===== src/rtl/dram_seq_pkg.sv =====
// Package: state encoding shared by the DRAM access sequencer.
package dram_seq_pkg;
    typedef enum logic [2:0] {
        ST_IDLE,   // row strobe high, nothing in flight
        ST_ROW,    // row address out, row strobe low
        ST_COL,    // column address out, column strobe low (read or write)
        ST_WBACK,  // read-modify-write: write pulse under held strobes
        ST_OPEN,   // page held open, column strobe high
        ST_PRECH,  // precharge recovery, row strobe high
        ST_RF_CAS, // refresh: column strobe leads
        ST_RF_RAS  // refresh: row strobe follows
    } seq_state_e;
endpackage


===== src/rtl/dram_addr_mux.sv =====
// Module: dram_addr_mux
// Drives either the row or the column field onto the shared address bus.
// Assumes MUX_W is at least the wider of the two fields; narrower fields
// are zero-extended.
module dram_addr_mux #(
    parameter int ROW_W = 5,
    parameter int COL_W = 5,
    parameter int MUX_W = 5
) (
    input  logic [ROW_W-1:0] row,
    input  logic [COL_W-1:0] col,
    input  logic             sel_col,
    output logic [MUX_W-1:0] bus
);
    // Select the active field for the current strobe phase.
    always_comb begin
        bus = sel_col ? MUX_W'(col) : MUX_W'(row);
    end
endmodule


===== src/rtl/dram_refresh_sched.sv =====
// Module: dram_refresh_sched
// Free-running interval timer that tracks how many refreshes are owed.
// It starts with INIT_CNT owed refreshes after reset. Assumes one grant
// retires one owed refresh; the owed count saturates instead of wrapping.
module dram_refresh_sched #(
    parameter int PERIOD   = 200,
    parameter int INIT_CNT = 8
) (
    input  logic clk,
    input  logic rst_n,
    input  logic grant,
    output logic pend
);
    localparam int PW = $clog2(PERIOD);
    localparam int OW = $clog2(INIT_CNT + 2) + 1;

    logic [PW-1:0] tmr;
    logic [OW-1:0] owed;
    logic          tick;

    assign tick = (tmr == PW'(PERIOD - 1));
    assign pend = (owed != '0);

    // Interval timer: wraps every PERIOD cycles.
    always_ff @(posedge clk) begin
        if (!rst_n)    tmr <= '0;
        else if (tick) tmr <= '0;
        else           tmr <= tmr + 1'b1;
    end

    // Owed-refresh count: add one on a tick, remove one on a grant.
    always_ff @(posedge clk) begin
        if (!rst_n) owed <= OW'(INIT_CNT);
        else begin
            case ({tick, grant})
                2'b10:   if (owed != '1) owed <= owed + 1'b1;
                2'b01:   owed <= owed - 1'b1;
                default: owed <= owed;
            endcase
        end
    end

    assert_grant_pending_R9: assert property (@(posedge clk) disable iff (!rst_n)
        grant |-> pend) else $error("refresh granted with none owed");
    assert_owed_no_wrap_R9: assert property (@(posedge clk) disable iff (!rst_n)
        (owed == '1) |=> (owed != '0)) else $error("owed count wrapped");
endmodule


===== src/rtl/dram_seq_ctrl.sv =====
// Module: dram_seq_ctrl
// Sequences row/column strobes for reads, writes, read-modify-write and
// page-mode accesses to an asynchronous DRAM, with periodic
// column-before-row refresh. Assumes the host holds host_req and its
// fields stable until host_ack, and all T_* parameters are at least 1.
module dram_seq_ctrl
    import dram_seq_pkg::*;
#(
    parameter int ADDR_W       = 10,
    parameter int COL_W        = 5,
    parameter int DATA_W       = 8,
    parameter int T_RCD        = 2,
    parameter int T_CAS        = 2,
    parameter int T_RP         = 3,
    parameter int REF_PERIOD   = 200,
    parameter int INIT_REFRESH = 8,
    localparam int ROW_W = ADDR_W - COL_W,
    localparam int MUX_W = (ROW_W > COL_W) ? ROW_W : COL_W
) (
    input  logic              clk,
    input  logic              rst_n,
    input  logic              host_req,
    input  logic              host_we,
    input  logic              host_rmw,
    input  logic              host_keep,
    input  logic [ADDR_W-1:0] host_addr,
    input  logic [DATA_W-1:0] host_wdata,
    output logic              host_ack,
    output logic [DATA_W-1:0] host_rdata,
    output logic [MUX_W-1:0]  mem_addr,
    output logic              mem_ras_n,
    output logic              mem_cas_n,
    output logic              mem_we_n,
    output logic              mem_oe_n,
    output logic [DATA_W-1:0] mem_dq_out,
    output logic              mem_dq_oe,
    input  logic [DATA_W-1:0] mem_dq_in
);
    localparam int TMAX = (T_RP > T_RCD) ? ((T_RP > T_CAS) ? T_RP : T_CAS)
                                         : ((T_RCD > T_CAS) ? T_RCD : T_CAS);
    localparam int TW   = $clog2(TMAX + 1);
    localparam int IW   = $clog2(INIT_REFRESH + 1);

    seq_state_e        state;
    logic [TW-1:0]     tcnt;
    logic [ROW_W-1:0]  a_row;
    logic [COL_W-1:0]  a_col;
    logic              a_we, a_rmw, a_keep;
    logic [DATA_W-1:0] a_wdata;
    logic              ref_pend, ref_grant, sel_col, rd_phase;
    logic [IW-1:0]     init_cnt;

    assign ref_grant = (state == ST_IDLE) && ref_pend;
    assign sel_col   = (state == ST_COL) || (state == ST_WBACK);
    assign rd_phase  = (state == ST_COL) && (!a_we || a_rmw);

    dram_refresh_sched #(.PERIOD(REF_PERIOD), .INIT_CNT(INIT_REFRESH)) u_ref (
        .clk(clk), .rst_n(rst_n), .grant(ref_grant), .pend(ref_pend));

    dram_addr_mux #(.ROW_W(ROW_W), .COL_W(COL_W), .MUX_W(MUX_W)) u_amux (
        .row(a_row), .col(a_col), .sel_col(sel_col), .bus(mem_addr));

    // Strobe decode from the sequencer state.
    always_comb begin
        mem_ras_n  = !(state inside {ST_ROW, ST_COL, ST_WBACK, ST_OPEN, ST_RF_RAS});
        mem_cas_n  = !(state inside {ST_COL, ST_WBACK, ST_RF_CAS, ST_RF_RAS});
        mem_oe_n   = !rd_phase;
        mem_we_n   = !(((state == ST_COL) && a_we && !a_rmw) || (state == ST_WBACK));
        mem_dq_oe  = !mem_we_n;
        mem_dq_out = a_wdata;
    end

    // Main sequencer: state, phase counter, latched request, ack and read data.
    always_ff @(posedge clk) begin
        if (!rst_n) begin
            state      <= ST_IDLE;
            tcnt       <= '0;
            a_row      <= '0;
            a_col      <= '0;
            a_we       <= 1'b0;
            a_rmw      <= 1'b0;
            a_keep     <= 1'b0;
            a_wdata    <= '0;
            host_ack   <= 1'b0;
            host_rdata <= '0;
        end else begin
            host_ack <= 1'b0;
            if (tcnt != '0) tcnt <= tcnt - 1'b1;
            case (state)
                ST_IDLE: begin
                    if (ref_pend) begin
                        state <= ST_RF_CAS;
                        tcnt  <= TW'(T_CAS - 1);
                    end else if (host_req) begin
                        a_row   <= host_addr[ADDR_W-1:COL_W];
                        a_col   <= host_addr[COL_W-1:0];
                        a_we    <= host_we;
                        a_rmw   <= host_rmw;
                        a_keep  <= host_keep;
                        a_wdata <= host_wdata;
                        state   <= ST_ROW;
                        tcnt    <= TW'(T_RCD - 1);
                    end
                end
                ST_ROW: if (tcnt == '0) begin
                    state <= ST_COL;
                    tcnt  <= TW'(T_CAS - 1);
                end
                ST_COL: if (tcnt == '0) begin
                    if (!a_we || a_rmw) host_rdata <= mem_dq_in;
                    if (a_rmw) begin
                        state <= ST_WBACK;
                        tcnt  <= TW'(T_CAS - 1);
                    end else begin
                        host_ack <= 1'b1;
                        state    <= a_keep ? ST_OPEN : ST_PRECH;
                        tcnt     <= a_keep ? '0 : TW'(T_RP - 1);
                    end
                end
                ST_WBACK: if (tcnt == '0) begin
                    host_ack <= 1'b1;
                    state    <= a_keep ? ST_OPEN : ST_PRECH;
                    tcnt     <= a_keep ? '0 : TW'(T_RP - 1);
                end
                ST_OPEN: begin
                    if (ref_pend) begin
                        state <= ST_PRECH;
                        tcnt  <= TW'(T_RP - 1);
                    end else if (host_req && !host_ack) begin
                        if (host_addr[ADDR_W-1:COL_W] == a_row) begin
                            a_col   <= host_addr[COL_W-1:0];
                            a_we    <= host_we;
                            a_rmw   <= host_rmw;
                            a_keep  <= host_keep;
                            a_wdata <= host_wdata;
                            state   <= ST_COL;
                            tcnt    <= TW'(T_CAS - 1);
                        end else begin
                            state <= ST_PRECH;
                            tcnt  <= TW'(T_RP - 1);
                        end
                    end
                end
                ST_PRECH: if (tcnt == '0) state <= ST_IDLE;
                ST_RF_CAS: if (tcnt == '0) begin
                    state <= ST_RF_RAS;
                    tcnt  <= TW'(T_CAS - 1);
                end
                ST_RF_RAS: if (tcnt == '0) begin
                    state <= ST_PRECH;
                    tcnt  <= TW'(T_RP - 1);
                end
                default: state <= ST_IDLE;
            endcase
        end
    end

    // Count completed start-up refreshes, saturating at INIT_REFRESH.
    always_ff @(posedge clk) begin
        if (!rst_n) init_cnt <= '0;
        else if (state == ST_RF_RAS && tcnt == '0 && init_cnt != IW'(INIT_REFRESH))
            init_cnt <= init_cnt + 1'b1;
    end

    // ---------------- timing monitors for the assertions ----------------
    logic [TW-1:0] hi_cnt, rcd_cnt, cas_cnt;

    // Cycles the row strobe has been high (saturating; precharged at reset).
    always_ff @(posedge clk) begin
        if (!rst_n)          hi_cnt <= TW'(T_RP);
        else if (!mem_ras_n) hi_cnt <= '0;
        else if (hi_cnt != TW'(T_RP)) hi_cnt <= hi_cnt + 1'b1;
    end

    // Cycles the row strobe has been low (saturating at T_RCD).
    always_ff @(posedge clk) begin
        if (!rst_n)         rcd_cnt <= '0;
        else if (mem_ras_n) rcd_cnt <= '0;
        else if (rcd_cnt != TW'(T_RCD)) rcd_cnt <= rcd_cnt + 1'b1;
    end

    // Cycles the column strobe has been low (saturating at T_CAS).
    always_ff @(posedge clk) begin
        if (!rst_n)         cas_cnt <= '0;
        else if (mem_cas_n) cas_cnt <= '0;
        else if (cas_cnt != TW'(T_CAS)) cas_cnt <= cas_cnt + 1'b1;
    end

    assert_prech_gap_R6: assert property (@(posedge clk) disable iff (!rst_n)
        $fell(mem_ras_n) |-> (hi_cnt >= TW'(T_RP))) else $error("precharge gap short");
    assert_rcd_min_R7: assert property (@(posedge clk) disable iff (!rst_n)
        ($fell(mem_cas_n) && !mem_ras_n) |-> (rcd_cnt >= TW'(T_RCD))) else $error("RAS-to-CAS short");
    assert_cas_width_R7: assert property (@(posedge clk) disable iff (!rst_n)
        $rose(mem_cas_n) |-> (cas_cnt >= TW'(T_CAS))) else $error("CAS pulse short");
    assert_ras_cas_order_R8: assert property (@(posedge clk) disable iff (!rst_n)
        $fell(mem_ras_n) |-> $stable(mem_cas_n)) else $error("strobes fell together");
    assert_refresh_quiet_R8: assert property (@(posedge clk) disable iff (!rst_n)
        (!mem_cas_n && mem_ras_n) |-> (mem_we_n && mem_oe_n)) else $error("data strobe in refresh");
    assert_oe_we_excl_R4: assert property (@(posedge clk) disable iff (!rst_n)
        !(!mem_oe_n && !mem_we_n)) else $error("OE and WE low together");
    assert_ack_single_R11: assert property (@(posedge clk) disable iff (!rst_n)
        host_ack |=> !host_ack) else $error("ack longer than one cycle");
    assert_init_before_ack_R10: assert property (@(posedge clk) disable iff (!rst_n)
        host_ack |-> (init_cnt == IW'(INIT_REFRESH))) else $error("ack before start-up refreshes");
endmodule


===== config.mk =====
export PLATFORM = sky130hd
export DESIGN_NAME = dram_seq_ctrl
export DESIGN_NICKNAME = d
export VERILOG_FILES = /design/src/rtl/dram_seq_pkg.sv /design/src/rtl/dram_addr_mux.sv /design/src/rtl/dram_refresh_sched.sv /design/src/rtl/dram_seq_ctrl.sv
export SDC_FILE = /design/constraint.sdc
export NUM_CORES = 1
export LEC_CHECK = 0
export ABC_AREA = 0
export BUFFER_PORTS_ARGS = -buffer_cell sky130_fd_sc_hd__buf_2
export CORE_UTILIZATION = 45
export CTS_CLUSTER_SIZE = 14
export DETAILED_ROUTE_END_ITERATION = 10
export PLACE_DENSITY = 0.68
export SLEW_MARGIN = 25
export SYNTH_ARGS = -nofsm -noshare
export SYNTH_HDL_FRONTEND = slang
export SYNTH_SLANG_ARGS = --single-unit
export TNS_END_PERCENT = 20

===== constraint.sdc =====
create_clock -name clk -period 2.68 [get_ports clk]
set_clock_uncertainty 0.2 [all_clocks]
set_input_delay 0.536 -clock clk [delete_from_list [all_inputs] [get_ports clk]]
set_output_delay 0.536 -clock clk [all_outputs]
set_load 0.01 [all_outputs]

* After elaboration in Yosys (flattened, before gate mapping)
Cells that the tools add are included.
Cells by class: add/sub/neg operators 4, eq/ne operators 26, muxes and demuxes 64, bitwise gates (word level) 2, reduce and logical (&&, ||, !) cells 30
Operators with widths (number):
- 8-bit 2-to-1 mux | 5
- 3-bit 2-to-1 mux | 12
- 5-bit 2-to-1 mux | 7
- 2-bit 2-to-1 mux | 12
- 3-bit one-hot mux with 8 select lines | 1
- 5-bit one-hot mux with 2 select lines | 2
- 1-bit 2-to-1 mux | 19
- 8-bit one-hot mux with 2 select lines | 1
- 2-bit by 1-bit != test with 1-bit output (second input constant) | 7
- 3-bit equality test (second input constant) | 4
- 2-bit one-hot mux with 6 select lines | 1
- 2-bit != test (second input constant) | 5
- 5-bit nonzero test | 2
- 8-bit by 1-bit adder with 8-bit output (second input constant) | 1
- 8-bit equality test (second input constant) | 1
- 1-bit one-hot mux with 2 select lines | 4
- 8-bit AND reduction | 1
- 1-bit logical NOT | 7
- 3-bit by 2-bit equality test with 1-bit output (second input constant) | 2
- 3-bit AND reduction | 2
- 6-bit AND reduction | 1
- 2-bit nonzero test | 3
- 5-bit by 1-bit adder with 5-bit output (second input constant) | 1
- 5-bit equality test | 1
- other kinds (16) | 24
Storage, ports and cells: bits in registers 48, input bits 32, logic and storage cells 138

* Depth between registers and ports, before layout
Gate-level depths: netlist of the first run.
depth after elaboration 5, gate-level depth with buffers 10, mapped depth without buffers 10

* Cells and area by module
Synthesis of the first run repeated with hierarchy kept, for this count alone.
Second synthesis, totals: cell total of the unflattened synthesis 286, area total of the unflattened synthesis 2561.2 µm²
Modules (own cells, without submodules):
- dram_seq_ctrl | instances 1, cells an instance 209, area each 1829.3 µm²
- dram_refresh_sched | instances 1, cells an instance 72, area each 675.6 µm²
- dram_addr_mux | instances 1, cells an instance 5, area each 56.3 µm²

* Worst setup path before layout of the first run
OpenSTA, ideal clock, no wires.
path type register to register, from register state[0], to register u_ref.owed[4], setup time 0.130 ns, arrival time 2.015 ns, data required time 2.350 ns, slack 0.335 ns, stages on the path, launching flop included 10, clock period less this slack 2.345 ns, path through dfxtp_1 > nor3_2 > a21boi_2 > nand2_1 > xnor2_1 > ha_1 > nor4_1 > and3_1 > or3_1 > nor3b_1
On the way: cells in the longest elaborated chain, start to end 5
RTL lines:
- from (decl) | line dram_seq_ctrl.sv:44 | seq_state_e state;
- from (signal assigned) | line dram_seq_ctrl.sv:116 | state <= a_keep ? ST_OPEN : ST_PRECH;
- from (signal assigned) | line dram_seq_ctrl.sv:122 | state <= a_keep ? ST_OPEN : ST_PRECH;
- 3-bit logical NOT * | line dram_seq_ctrl.sv:53 | assign ref_grant = (state == ST_IDLE) && ref_pend;
- 1-bit logical AND * | line dram_seq_ctrl.sv:53
- 2-bit equality test or 2-bit by 1-bit equality test with 1-bit output (tied branches) | line dram_refresh_sched.sv:35 | case ({tick, grant})
- 2-bit by 1-bit != test with 1-bit output (no line) or 2-bit nonzero test (tied branches)
- 2-bit AND reduction (no line)
- to (signal assigned) | line dram_refresh_sched.sv:36 | 2'b10: if (owed != '1) owed <= owed + 1'b1;
- to (signal assigned) | line dram_refresh_sched.sv:37 | 2'b01: owed <= owed - 1'b1;
- to (signal assigned) | line dram_refresh_sched.sv:38 | default: owed <= owed;
- to (decl) | line dram_refresh_sched.sv:18 | logic [OW-1:0] owed;
Mark *: on every way between the ends. The rest lies on a longest branch, timed or not. A chain may end at the register's enable or synchronous reset.

* Final worst setup path of the first run
from register u_ref.tmr[0], to register u_ref.owed[4]
On the way: cells in the longest elaborated chain, start to end 4
RTL lines:
- from (decl) | line dram_refresh_sched.sv:17 | logic [PW-1:0] tmr;
- from (signal assigned) | line dram_refresh_sched.sv:28 | else tmr <= tmr + 1'b1;
- 8-bit equality test * | line dram_refresh_sched.sv:21 | assign tick = (tmr == PW'(PERIOD - 1));
- 2-bit equality test or 2-bit by 1-bit equality test with 1-bit output (tied branches) | line dram_refresh_sched.sv:35
- 2-bit by 1-bit != test with 1-bit output (no line) or 2-bit nonzero test (tied branches)
- 2-bit AND reduction (no line)
Marked as above.

==> out/metrics.yaml, run 1 <==
sta:
  setup_viol: 0
  hold_violations: 0
  tns_ns: 0
  fmax_mhz: 416
  slew_violations: 0
  rsz0062_at_grt: "no"
  finalCritPeriodShare_pct: 89.6
  max-slew-margin-rel_pct: 66.0
  tightestPinTransition_ns: 0.505
  period_needed_ns: 2.40
finish:
  fill_cells: 555
  drive_above_1_share_pct: 25.7
  final_cells: 438
  fin_nets: 402
  syn_to_final_growth_pct: 17.5
  n_antenna_cell: 0
  mostFrequentLayoutCells: "buf_2, dfxtp_1, nor2_1, nand2_1, o21a_1"
  final_common_cell: "buf_2"
clock_tree:
  numCtsBuffers: 5
  cts_max_path_buffers: 2
  cts_tree: "yes"
  cts.htree.levels: 2
  cts_setup_buffers: 0
  ctsHoldBuffers: 0
  cts_resized: 0
  clkSinkCount: 48
  cts.clk_slew.worst_paths_ns: 0.09
  cts_root_buf: "clkbuf_8"
  clk_latency_ns: 0.30
yosys:
  syn_area_per_cell_um2: 8.61
  synth-seq-cells: 48
  ys_types: 54
  ys_seq_area_share_pct: 36.1
  syn_nets: 346
  synth_top_area_share_pct: 36.1
  synth_cells: 309
  synth_edf_count: 0
  synth-main-ff-cell: "dfxtp_1"
  synth-warning-count: 0
  synth_top_cell_by_area: "dfxtp_1"
  async_reset_ff_share_pct: 0
  yosys-top-cells-area: "dfxtp_1, mux2i_1, o21a_1"
  syn-cell-area_um2: 2660
worst_setup_path:
  endpoint_kind: "flip-flop"
  critPathSlowestCell: "dfxtp_1"
  worstPathCellList: "ha_1, and4bb_2, nand2_1, nand2_1, xnor2_1, ha_1, nor4_1, and3_1, or3_1, nor3b_1"
  r2r_slack_ns: 0.28
  cp_data_required_time_ns: 2.67
  reg2reg_to: "u_ref.owed[4]"
  r2r_cells: 10
  cpPeakStageDelay_ns: 0.38
  path_depth: 10
  crit_arrival_ns: 2.39
  regToRegStartpoint: "u_ref.tmr[0]"
  path_buf_inv: 0
  critical_path.max_fanout: 4
  cp-start-kind: "flip-flop"
  cp_top_family: "simple AND/OR/NAND/NOR gates"
  critPathKind: "flip-flop to flip-flop"
floorplan:
  ioPinCount: 59
  start_util_pct: 47.4
  die_h_um: 78.9
  die_w_um: 78.9
  die-area_um2: 6220
  rows: 27
  core_area_um2: 5610
global_routing:
  global_route.usage.total_pct: 19.6
  grt_pass1_vias: 2161
  gr-total-overflow: 0
  grt_pass1_wl_mm: 9.82
  grt_max_degree: 33
  antenna_found_initial: 0
power:
  total_power_w: 0.00259
  ir_worst_vdd_mv: 0.375
  leakagePower_nw: 1.43
  powerDensity_nw_per_um2: 827
place:
  place.gp.congestion: 0.832
  numPortBuffers: 58
  dp_cells: 430
  dpl.hpwl_mm: 4.15
min_path:
  hold_start: "u_ref.tmr[0]"
  hold_path.class: "flip-flop to flip-flop"
  hold_path_end: "u_ref.tmr[0]"
  min_path_cells: 1
job:
  maxCapViolations: 0
drt:
  post_drt_via_cell_ratio: 5.33
  vias: 2335
  drc: 0
  wl_mm: 5.68
  dr.pass1.iters: 4
  ant_nets: 0
  wl_per_cell_um: 13.0
  drt_iter0_drc: 132
status:
  status: "completed"
[state kept, by name, summed over array words and instances, names as in the netlist]
| name | count |
|---|---|
| a_we | 1 |
| a_rmw | 1 |
| host_rdata | 8 |
| tcnt | 2 |
| u_ref.tmr | 8 |
| host_ack | 1 |
| u_ref.owed | 5 |
| a_keep | 1 |
| a_col | 5 |
| mem_dq_out | 8 |
| a_row | 5 |
| state | 3 |
[metrics by stage]
| stage | setup WS [ns] | util (%) | hold slack (ns) | cell area (µm²) |
|---|---|---|---|---|
| after floorplan | 0.335 | - | 0.226 | 2660 |
| after global placement | 0.354 | 53.7 | 0.244 | 3010 |
| after detailed placement | 0.284 | 53.7 | 0.256 | 3010 |
| after CTS | 0.266 | 55.7 | 0.253 | 3120 |
| after global routing | 0.142 | 55.7 | 0.254 | 3120 |
| final | 0.278 | 55.7 | 0.268 | 3120 |
[Yosys cell counts, types with 2 or more instances]
cell and n:
a21boi_0 15, a21o_1 2, a21oi_1 10, a31oi_1 5, and2_1 3, and3_1 19
and3_2 2, buf_2 7, buf_6 4, clkbuf_1 8, dfxtp_1 48, ha_1 5
inv_1 6, mux2_2 2, mux2i_1 17, nand2_1 29, nand2b_1 4, nand3_1 6
nor2_1 30, nor2b_1 4, nor3_1 7, nor3_2 2, nor3b_1 2, o21a_1 20
o21ai_0 8, o221ai_1 3, o31ai_1 4, xnor2_1 7, xor2_1 5
[power breakdown]
part	switching (W)	total [W]	internal [W]	leakage (nW)
registers	0.0000884	0.000905	0.000817	0.390
logic	0.000645	0.00114	0.000497	0.987
clock network	0.000257	0.000538	0.000281	0.0548
[area by class of cell]
class / count / area [µm²] / area share (%)
Clock buffer: 5 / 68.8 / 2.20
Clock inverter: 3 / 46.3 / 1.48
Inverter: 7 / 26.3 / 0.841
Multi-Input combinational cell: 234 / 1560 / 49.9
Sequential cell: 48 / 961 / 30.8
Tap cell: 72 / 90.1 / 2.88
Timing Repair Buffer: 69 / 373 / 11.9
[cell families (layout without fill, tap and decap cells)]
logic type / count (synthesis) / after routing / synth area share (%)
AOI/OAI and AO/OA: 78 / 78 / 21.0
xor gates and xnor gates: 12 / 12 / 3.95
adders and majority gates: 5 / 5 / 2.35
buffers and inverters: 27 / 84 / 5.27
DFF: 48 / 48 / 36.1
muxes: 19 / 19 / 7.24
and+or+nand+nor: 120 / 120 / 24.0
[worst max-delay path by stage]
stage / start / to / slack (ns)
floorplan: state[0] / u_ref.owed[4] / 0.33
global placement: u_ref.tmr[0] / u_ref.owed[4] / 0.35
detailed placement: u_ref.tmr[0] / u_ref.owed[4] / 0.28
finish: u_ref.tmr[0] / u_ref.owed[4] / 0.28
global route: u_ref.tmr[0] / u_ref.owed[4] / 0.14
CTS: u_ref.tmr[0] / u_ref.owed[4] / 0.27
[per-layer routing]
| layer | GRT usage, % | wire length (µm) |
|---|---|---|
| met3 | 4.60 | 280 |
| met5 | 0 | 0 |
| met2 | 31.0 | 2560 |
| met1 | 26.1 | 2790 |
| met4 | 6.73 | 41 |
Note: power is estimated with default switching activity, not from simulation.
==> run 2: changes to the inputs <==
--- a/config.mk
+++ b/config.mk
@@ -10,7 +10,7 @@
 export CORE_UTILIZATION = 45
 export CTS_CLUSTER_SIZE = 14
 export DETAILED_ROUTE_END_ITERATION = 10
-export PLACE_DENSITY = 0.68
+export PLACE_DENSITY_LB_ADDON = 0.05
 export SLEW_MARGIN = 25
 export SYNTH_ARGS = -nofsm -noshare
 export SYNTH_HDL_FRONTEND = slang
==> constraint.sdc (replaced) <==
create_clock -name clk -period 2.68 [get_ports clk]
set_clock_uncertainty 0.2 [all_clocks]
set_input_delay 0.268 -clock clk [delete_from_list [all_inputs] [get_ports clk]]
set_output_delay 0.268 -clock clk [all_outputs]
set_load 0.01 [all_outputs]
==> out/metrics.yaml, run 2 (synthesis results as in run 1) <==
status:
  status: "completed"
drt:
  dr.pass1.iters: 4  # unchanged
  post_drt_via_cell_ratio: 5.24  # -1.7%
  drt_iter0_drc: 61  # -54%
  drc: 0  # unchanged
  wl_mm: 5.80  # +2.2%
  wl_per_cell_um: 13.1  # +1.2%
  vias: 2316  # -0.81%
  ant_nets: 0  # unchanged
sta:
  tightestPinTransition_ns: 0.650  # +0.145 ns
  slew_violations: 0  # unchanged
  setup_viol: 0  # unchanged
  tns_ns: 0  # unchanged
  worst_slack_ns: 0.242  # -0.0357 ns
  fmax_mhz: 410  # -1.5%
  hold_violations: 0  # unchanged
  rsz0062_at_grt: "no"
  period_needed_ns: 2.44  # +0.0357 ns
  finalCritPeriodShare_pct: 91.0  # +1.3 points
  max-slew-margin-rel_pct: 56.5  # -9.5 points
clock_tree:
  cts_max_path_buffers: 2  # unchanged
  cts_tree: "yes"
  clkSinkCount: 48  # unchanged
  clk_latency_ns: 0.30  # about the same
  cts_root_buf: "clkbuf_8"
  cts.htree.levels: 2  # unchanged
  numCtsBuffers: 5  # unchanged
  cts.clk_slew.worst_paths_ns: 0.09  # about the same
floorplan:
  rows: 27  # unchanged
  start_util_pct: 47.4  # unchanged
  core_area_um2: 5610  # unchanged
  die_h_um: 78.9  # unchanged
  die_w_um: 78.9  # unchanged
  die-area_um2: 6220  # unchanged
  ioPinCount: 59  # unchanged
global_routing:
  grt_pass1_wl_mm: 9.83  # +0.14%
  grt_util_met2_pct: 30.6  # -0.35 points
  gr-total-overflow: 0  # unchanged
  antenna_found_initial: 0  # unchanged
  grt_use_met3_pct: 4.14  # -0.46 points
  grt_pass1_vias: 2170  # +0.42%
  grt-busiest-layer: "met2"
  use_met1_pct: 27.5  # +1.4 points
  grt_max_degree: 33  # unchanged
  global_route.usage.total_pct: 19.8  # +0.19 points
job:
  maxCapViolations: 0  # unchanged
worst_setup_path:
  endpoint_kind: "flip-flop"
  path_depth: 10  # unchanged
  r2r_cells: 10  # unchanged
  critPathSlowestCell: "dfxtp_1"
  r2r_slack_ns: 0.24  # -0.04 ns
  regToRegStartpoint: "u_ref.tmr[0]"
  critPathLaunch: "u_ref.tmr[0]"
  cp_data_required_time_ns: 2.65  # -0.02 ns
  critPathKind: "flip-flop to flip-flop"
  critical_path.max_fanout: 4  # unchanged
  path_buf_inv: 0  # unchanged
  cpPeakStageDelay_ns: 0.38  # about the same
  cp-start-kind: "flip-flop"
  crit_arrival_ns: 2.41  # +0.02 ns
  cp_top_family: "simple AND/OR/NAND/NOR gates"
  worstPathCellList: "ha_1, and4bb_2, nand2_1, nand2_1, xnor2_1, ha_1, nor4_1, and3_1, or3_1, nor3b_1"
power:
  leakagePower_nw: 1.46  # +2.1%
  ir_worst_vdd_mv: 0.413  # +10%
  powerDensity_nw_per_um2: 838  # +1.3%
min_path:
  hold_start: "mem_dq_in[7]"
  hold_path.class: "input port to flip-flop"
  min_path_cells: 3  # +2
place:
  numPortBuffers: 58  # unchanged
  preCtsSetupSlack_ns: 0.277  # -0.00680 ns
  dpl.hpwl_mm: 3.99  # -3.9%
  place.gp.congestion: 0.810  # -2.6%
finish:
  final_common_cell: "buf_2"
  mostFrequentLayoutCells: "buf_2, dfxtp_1, nor2_1, nand2_1, o21a_1"
  fin_nets: 406  # +1.0%
  n_antenna_cell: 0  # unchanged
  syn_to_final_growth_pct: 20.0
  drive_above_1_share_pct: 24.9  # -0.82 points
-- run 2: worst min-delay path, stage by stage --
cell and delay, ns:
buf_2 0.07, mux2i_1 0.06, nor2_1 0.08
-- run 2: path summary, 6_finish.rpt --
path	end
min reg2reg	u_ref.tmr[0]
max reg2reg	u_ref.owed[4]
min	host_rdata[7]
max	u_ref.owed[4]
-- run 2: cell type report --
class / count / area (µm²)
Tap cell: 72 / 90.1
Clock buffer: 5 / 68.8
Clock inverter: 3 / 68.8
Sequential cell: 48 / 961
Fill cell: 540 / 2420
Timing Repair Buffer: 73 / 418
Multi-Input combinational cell: 234 / 1560
Inverter: 7 / 26.3
-- run 2: metrics by stage --
stage | hold WS [ns] | utilization (%) | area (µm²) | power [W] | instances
floorplan | 0.212 | - | 2660 | 0.00180 | 309
global placement | 0.247 | 53.4 | 2990 | 0.00205 | 428
detailed placement | 0.255 | 53.4 | 2990 | 0.00205 | 428
CTS | 0.00558 | 56.9 | 3190 | 0.00269 | 442
global route | 0.0113 | 56.9 | 3190 | 0.00287 | 442
finish | 0.0162 | 56.9 | 3190 | 0.00267 | 442
-- run 2: what timing repair did --
item,CTS,global route
gates resized for setup,0,0
setup buffers,0,0
hold buffers,6,0
endpoints found under the hold margin,6,0
-- run 2: report_power, final --
| part | internal (W) | switching (W) | leakage, nW |
|---|---|---|---|
| sequential | 0.000817 | 0.0000864 | 0.390 |
| clock | 0.000376 | 0.000248 | 0.0687 |
| combinational | 0.000493 | 0.000656 | 1.00 |
| total | 0.00168 | 0.000990 | 1.46 |
-- run 2: metal layers --
| layer | share of wire (%) | routed length [µm] | vias to the layer above |
|---|---|---|---|
| met4 | 1.1 | 61 | 0 |
| met2 | 45 | 2590 | 52 |
| li1 | - | - | 1207 |
| met5 | 0 | 0 | - |
| met1 | 50 | 2930 | 1051 |
| met3 | 3.9 | 224 | 6 |
